`src/rtl/lvl_irq_agg.sv`:
```
module lvl_irq_agg #(
  parameter int NSRC = 32,
  parameter int AW   = 2,
  localparam int IW  = $clog2(NSRC)
) (
  input  logic            clk,
  input  logic            rst_n,
  input  logic [NSRC-1:0] irq_in,
  input  logic            wr_en,
  input  logic [AW-1:0]   addr,
  input  logic [NSRC-1:0] wdata,
  output logic [NSRC-1:0] rdata,
  output logic            irq_out,
  output logic [IW-1:0]   pend_idx,
  output logic            pend_vld
);

  localparam logic [AW-1:0] A_MSK = AW'(0);
  localparam logic [AW-1:0] A_RAW = AW'(1);
  localparam logic [AW-1:0] A_SET = AW'(2);
  localparam logic [AW-1:0] A_CLR = AW'(3);

  logic [NSRC-1:0] sync1, raw, en, masked;

  always_ff @(posedge clk or negedge rst_n)
    if (!rst_n) begin
      sync1 <= '0;
      raw   <= '0;
    end else begin
      sync1 <= irq_in;
      raw   <= sync1;
    end

  always_ff @(posedge clk or negedge rst_n)
    if (!rst_n)
      en <= '0;
    else if (wr_en && addr == A_SET)
      en <= en | wdata;
    else if (wr_en && addr == A_CLR)
      en <= en & ~wdata;

  assign masked   = raw & en;
  assign pend_vld = |masked;

  always_comb begin
    pend_idx = '0;
    for (int i = NSRC - 1; i >= 0; i--)
      if (masked[i]) pend_idx = IW'(i);
  end

  always_ff @(posedge clk or negedge rst_n)
    if (!rst_n) irq_out <= 1'b0;
    else        irq_out <= |masked;

  always_comb
    case (addr)
      A_MSK:   rdata = masked;
      A_RAW:   rdata = raw;
      default: rdata = en;
    endcase


  en_set_chk: assert property (@(posedge clk) disable iff (!rst_n)
    (wr_en && addr == A_SET) |=> ((en & $past(wdata)) == $past(wdata)));


  en_clr_chk: assert property (@(posedge clk) disable iff (!rst_n)
    (wr_en && addr == A_CLR) |=> ((en & $past(wdata)) == '0));


  en_hold_chk: assert property (@(posedge clk) disable iff (!rst_n)
    (!wr_en || addr == A_MSK || addr == A_RAW) |=> (en == $past(en)));


  out_reg_chk: assert property (@(posedge clk) disable iff (!rst_n)
    irq_out == $past(pend_vld));


  low_idx_chk: assert property (@(posedge clk) disable iff (!rst_n)
    pend_vld |-> (masked[pend_idx] &&
                  ((masked & ((NSRC'(1) << pend_idx) - NSRC'(1))) == '0)));


  raw_sync_chk: assert property (@(posedge clk) disable iff (!rst_n)
    $past(rst_n) |=> (raw == $past(sync1)));

endmodule

```
`config.mk`:
```
export PLATFORM = sky130hd
export DESIGN_NAME = lvl_irq_agg
export DESIGN_NICKNAME = d
export VERILOG_FILES = /design/src/rtl/lvl_irq_agg.sv
export SDC_FILE = /design/constraint.sdc
export NUM_CORES = 1
export LEC_CHECK = 0
export ABC_CLOCK_PERIOD_IN_PS = 4600
export BUFFER_PORTS_ARGS = -buffer_cell sky130_fd_sc_hd__buf_4
export CORE_ASPECT_RATIO = 1.1
export CORE_MARGIN = 3
export CORE_UTILIZATION = 50
export CTS_BUF_LIST = sky130_fd_sc_hd__clkbuf_8 sky130_fd_sc_hd__clkbuf_16
export DETAILED_ROUTE_END_ITERATION = 6
export GPL_TIMING_DRIVEN = 0
export PLACE_DENSITY = 0.85
export SYNTH_ARGS = -nofsm -noshare
export SYNTH_HDL_FRONTEND = slang
export SYNTH_SLANG_ARGS = --single-unit
```
`constraint.sdc`:
```
create_clock -name clk -period 4.6 [get_ports clk]
set_input_delay 0.69 -clock clk [delete_from_list [all_inputs] [get_ports clk]]
set_output_delay 0.69 -clock clk [all_outputs]
set_load 0.1 [all_outputs]
```
==> out/qor.csv, run 1 <==
stage,metric,value,unit
yosys,synthCells,303,
layout,drive_above_1_share,31.0,%
worst_setup_path,required,3910,ps
worst_setup_path,worstPathArrival,2330,ps
yosys,synth_cell_types,30,
power,switchingPower,0.000883,W
yosys,syn_area,3670,sq um
clock_network,cts.htree.levels,3,
grt,grt_pass1_wl,14400,microns
floorplanning,start_util,51.8,%
layout,num-nets-final,488,
timing,maxSlewHeadroom,22.5,%
worst_setup_path,cp_common_cell,clkbuf_1,
route,routed_wl,9150,microns
clock_network,post_cts.resized_instances,0,
floorplanning,coreArea,7090,sq um
layout,finish.utilization,68.0,%
worst_setup_path,end_kind,output pin,
power,leakagePower,2.17,nW
floorplanning,ios,108,
worst_setup_path,cp-start-kind,primary input,
floorplanning,dieArea,8410,sq um
grt,grt_overflow,0,
place,hpwl,6620,microns
clock_network,post-cts-setup-buffers,0,
timing,worst_pin_slew,1160,ps
power,power_density,492,nW/um^2
timing,drv_slew,0,
grt,grt_usage,22.7,%
power,clkPwrFrac,27.4,%
worst_setup_path,path_cells,"clkbuf_1, nor2b_1, clkbuf_1, clkbuf_1, o22a_1, buf_4",
power,p_seq_share,41.9,%
route,final_antenna_net_count,0,
clock_network,root_buffer,clkbuf_8,
flow_run,maxCapViolCount,0,
layout,layout_commonest_cell,buf_4,
timing,fmax,0.332,GHz
route,drt_iter0_drc,260,
layout,fillers,522,
power,power.share.switching,37.3,%
timing,rsz0062_at_grt,no,
timing,finalHoldViolCount,0,
floorplanning,rows,32,
clock_network,cts_buffers,9,
hold_path,hold_class,reg -> reg,
clock_network,clock_sinks,97,
grt,antenna_found_initial,0,
worst_setup_path,cp_slowest_stage_delay,490,ps
clock_network,path_clk_slew,90,ps
place,place_ws,1610,ps
floorplanning,die_h,95.9,microns
yosys,synth-seq-cells,97,
power,p_total,0.00237,W
timing,holdWs,349,ps
yosys,synth_nets,372,
timing,timing.final.crit_share,65.6,%
power,p_int,0.00149,W
route,wl_per_cell,18.0,microns
route,remaining_drc_errors,0,
worst_setup_path,crit_type,in -> out,
route,vias,2985,
timing,setup-tns-final,0,ps
route,drt_first_pass_iters,4,
place,io_buffers,105,
timing,fin_crit,3020,ps
yosys,ys_seq_area_share,66.1,%
floorplanning,chipWidth,87.7,microns
clock_network,clock_latency,360,ps
clock_network,ctsHoldBuffers,0,
grt,grt_max_degree,98,
worst_setup_path,worstPathMaxFanout,10,
power,ir_drop,0.323,mV
timing,setup_viol,0,
status,status,"finished, final reports clean",
layout,multi_input_area,1180,sq um
timing,fin_ws,1580,ps
yosys,syn_area_per_cell,12.1,sq um
clock_network,cts_tree,done,
power,pwr-share-comb,30.8,%
route,viasPerCell,5.88,
worst_setup_path,cpMaxStageDelayCell,clkbuf_1,
layout,area_delta_synth_final,31.1,%
yosys,yosys_warnings,0,
layout,mostFrequentLayoutCells,"buf_4, dfrtp_1, a21oi_1, a31oi_1, nand2_1",
timing,skew,8.24,ps
clock_network,cts_buffer_depth,2,
layout,n_antenna_cell,0,
place,place.gp.congestion,0.822,
grt,grt_pass1_vias,2951,
layout,regArea,2430,sq um
[cells by family after synthesis]
kind of cell,after synthesis,share of synthesized area (%)
buf+inv,19,2.11
flops,97,66.1
simple gates,57,7.66
compound gates,130,24.1
[power groups by stage]
stage	Combinational [W]	Clock [W]	Sequential (W)
6_report	0.000728	0.000649	0.000991
2_1_floorplan	0.000546	0	0.000989
3_3_place_gp	0.000720	0	0.00100
3_5_place_dp	0.000729	0	0.00101
5_1_grt	0.000767	0.000702	0.00100
4_1_cts	0.000732	0.000662	0.000990
[area by class of cell]
class                   count  share of cell area [%]
repair buffers            105                    16.4
clock inverters             6                    2.42
multi-input cells         187                    24.4
well taps                  85                    2.21
flip-flops and latches     97                    50.4
plain buffers              19                    1.61
clock buffers               9                    2.57
[routing by layer]
| metal | share of wire [%] | wire [microns] | vias to the layer above | global-route usage [%] |
|---|---|---|---|---|
| met4 | 2.0 | 180 | 0 | 8.70 |
| met2 | 49 | 4520 | 120 | 35.7 |
| met5 | 0 | 0 | - | 0 |
| met3 | 5.3 | 487 | 15 | 5.14 |
| li1 | - | - | 1380 | - |
| met1 | 43 | 3960 | 1470 | 30.9 |
[cells in the mapped netlist (all sizes together)]
master   number  share of area (%)
a211oi        3               0.61
a21oi        37                5.0
a22o          3               0.72
a22oi         7                1.4
a31oi        36                6.1
a32o          4                1.1
a32oi         1               0.24
and2          3               0.51
and3b         1               0.24
buf           7               0.89
clkbuf       12                1.2
dfrtp        97                 66
nand2        34                3.5
nand3         9                1.6
nand4         1               0.17
nor2          3               0.51
nor2b         2               0.34
nor3          3               0.54
o2111ai       1               0.24
o21ai         4               0.54
o22a         32                7.7
o31ai         1               0.20
o41ai         1               0.24
or3b          1               0.24
[path summary, 6_finish.rpt]
| kind | to | startpoint | cells past startpoint | slack [ps] |
|---|---|---|---|---|
| setup reg to reg | irq_out | flip-flop | 5 | 2880 |
| hold reg to reg | raw[28] | sync1[28] | 0 | 350 |
| min in group asynchronous | sync1[30] | rst_n | 1 | 560 |
| hold / removal | raw[28] | sync1[28] | 0 | 350 |
| setup / recovery | rdata[16] | addr[0] | 6 | 1580 |
| max in group asynchronous | asynchronous set/reset pin | rst_n | 1 | 3300 |
[critical path, delay by kind of cell]
family	cells	cell delay (ps)
AND/OR/NAND/NOR	1	160
AO/OA/AOI/OAI	1	260
buffers and inverters	4	1210
[through the flow]
stage	std cells	cell area [sq um]
6_report	508	4820
5_1_grt	508	4820
4_1_cts	508	4820
3_3_place_gp	493	4580
3_5_place_dp	493	4580
2_1_floorplan	303	3680
(Power assumes the default switching activity.)
==> inputs of run 2 (changes only) <==
ABC_CLOCK_PERIOD_IN_PS = 2700   (was 4600)
CORE_UTILIZATION = 46   (was 50)
PLACE_DENSITY = 0.82   (was 0.85)
clock period = 2.7 ns   (was 4.6 ns; I/O delays follow)
==> run 2 against run 1 <==
  * Worst hold slack worse by 200 ps
  * Largest cell class unchanged
  * Clock skew is 2.3 ps higher
  * Sequential power is 71% higher
  * Sequential cell count stayed put
  * Highest routed layer unchanged
  * Global-route usage is 1.7 points lower
  * Largest power group unchanged
  * Via count is 0.60% higher
  * Critical path depth stayed put
  * Wire length is 2.3% higher
  * Critical path type is now reg -> out
  * First-iteration DRC count is 40% lower
==> out/qor.csv, run 2 (same netlist as run 1, synthesis figures left out) <==
stage,metric,value,unit,change
status,status,"finished, final reports clean",,
grt,grt_pass1_wl,14900,microns,+3.3%
layout,mostFrequentLayoutCells,"buf_4, dfrtp_1, a21oi_1, a31oi_1, nand2_1",,
worst_setup_path,end_kind,output pin,,
layout,n_antenna_cell,0,,unchanged
route,routed_wl,9360,microns,+2.3%
worst_setup_path,cp_slowest_stage_delay,410,ps,-80 ps
power,power_density,815,nW/um^2,+66%
place,hpwl,6760,microns,+2.2%
timing,timing.final.crit_share,94.5,%,
route,drt_first_pass_iters,5,,+1
place,placed_cell_area,4620,sq um,+0.96%
grt,grt_max_degree,98,,unchanged
hold_path,hold_path_depth,1,,+1
grt,antenna_found_initial,0,,unchanged
floorplanning,die_h,99.7,microns,+4.0%
clock_network,clock_latency,350,ps,about the same
worst_setup_path,r2r_start,raw[30],,
floorplanning,chipWidth,91.2,microns,+4.0%
layout,drive_above_1_share,32.1,%,+1.1 points
route,vias,3003,,+0.60%
worst_setup_path,cp-start-kind,flip-flop,,
worst_setup_path,critical_path_buf_inv_count,1,,-3
route,drt_iter0_drc,156,,-40%
worst_setup_path,path_cells,"a22o_1, and3b_1, nand2_2, nor3_4, or3b_4, buf_6",,
layout,area_delta_synth_final,32.2,%,
worst_setup_path,reg2reg_depth,5,,unchanged
worst_setup_path,worstPathMaxFanout,3,,-7
route,viasPerCell,5.68,,-3.4%
floorplanning,coreArea,7600,sq um,+7.2%
power,p_total,0.00396,W,+67%
timing,finalHoldViolCount,0,,unchanged
hold_path,hold_class,in -> reg,,
layout,final_area,4860,sq um,+0.83%
timing,maxSlewHeadroom,22.2,%,-0.27 points
clock_network,cts_tree,done,,
worst_setup_path,crit_type,reg -> out,,
worst_setup_path,worstPathArrival,2150,ps,-180 ps
flow_run,maxCapViolCount,0,,unchanged
clock_network,cts_buffer_depth,2,,unchanged
timing,fmax,0.392,GHz,
worst_setup_path,crit_start,raw[30],,
clock_network,cts.htree.levels,3,,unchanged
timing,worst_pin_slew,1170,ps,+4.02 ps
floorplanning,ios,108,,unchanged
timing,skew,10.5,ps,+2.26 ps
place,io_buffers,105,,unchanged
route,remaining_drc_errors,0,,unchanged
worst_setup_path,cpMaxStageDelayCell,dfrtp_1,,
route,final_antenna_net_count,0,,unchanged
worst_setup_path,required,2300,ps,-1610 ps
grt,grt_usage,21.0,%,-1.7 points
timing,rsz0062_at_grt,no,,
power,ir_drop,0.458,mV,+42%
grt,grt_pass1_vias,3065,,+3.9%
layout,num-nets-final,488,,unchanged
timing,fin_ws,149,ps,-1440 ps
floorplanning,start_util,48.4,%,-3.5 points
worst_setup_path,cp.depth,6,,unchanged
floorplanning,rows,33,,+3.1%
clock_network,root_buffer,clkbuf_8,,
place,place_ws,264,ps,-1340 ps
timing,drv_slew,0,,unchanged
floorplanning,dieArea,9100,sq um,+8.1%
timing,fin_crit,2550,ps,
grt,grt_overflow,0,,unchanged
route,wl_per_cell,17.7,microns,-1.7%
power,leakagePower,2.18,nW,+0.46%
clock_network,cts_buffers,9,,unchanged
place,place.gp.congestion,0.867,,+5.6%
timing,setup_viol,0,,unchanged
layout,layout_commonest_cell,buf_4,,
worst_setup_path,crit_family,simple AND/OR/NAND/NOR gates,,
clock_network,clock_sinks,97,,unchanged
clock_network,path_clk_slew,90,ps,about the same
hold_path,min_from,irq_in[3],,
run 2: cell types whose count changed in the layout (fill, tap and decap cells not counted), sizes merged:
| cell | change |
|---|---|
| bufinv | -1 |
| clkbuf | +1 |
| clkinv | -1 |
| clkinvlp | +1 |
| inv | +1 |
run 2: per-layer routing:
layer	up-vias	GRT usage, %	part of all wire [%]
met3	11	5.30	7.4
met4	0	6.26	1.5
met1	1475	26.4	40
met5	-	0	0
met2	138	36.1	51
li1	1379	-	-
run 2: stage by stage:
stage          util, %  hold WS [ps]  setup TNS, ps  std cells
3_3_place_gp      60.8           332              0        513
5_1_grt           63.9           130              0        529
3_5_place_dp      60.8           335              0        513
6_report          63.9           154              0        529
4_1_cts           63.7           144              0        529
2_1_floorplan        -           109           -333        303
run 2: what timing repair did:
item,4_1_cts,5_1_grt
setup endpoints to repair,0,1
hold buffers,0,0
setup buffers,0,0
gates resized for setup,0,4
run 2: area by class of cell:
| type | count | area [sq um] |
|---|---|---|
| Fill cell | 616 | 2740 |
| Sequential cell | 97 | 2430 |
| Multi-Input combinational cell | 187 | 1210 |
| Timing Repair Buffer | 105 | 792 |
| Clock buffer | 10 | 138 |
| Tap cell | 105 | 131 |
| Clock inverter | 6 | 83.8 |
| Buffer | 19 | 77.6 |
run 2: power breakdown:
part,internal [W],switching [W],leakage [nW]
Clock,0.000543,0.000472,0.115
Combinational,0.000336,0.000918,0.963
Sequential,0.00158,0.000109,1.11
run 2: final timing paths:
| check | slack (ps) | end |
|---|---|---|
| min | 150 | sync1[3] |
| min reg2reg | 350 | raw[24] |
| min in group asynchronous | 290 | asynchronous set/reset pin |
| max reg2reg | 970 | irq_out |
| max in group asynchronous | 1670 | asynchronous set/reset pin |
| max | 150 | pend_vld |
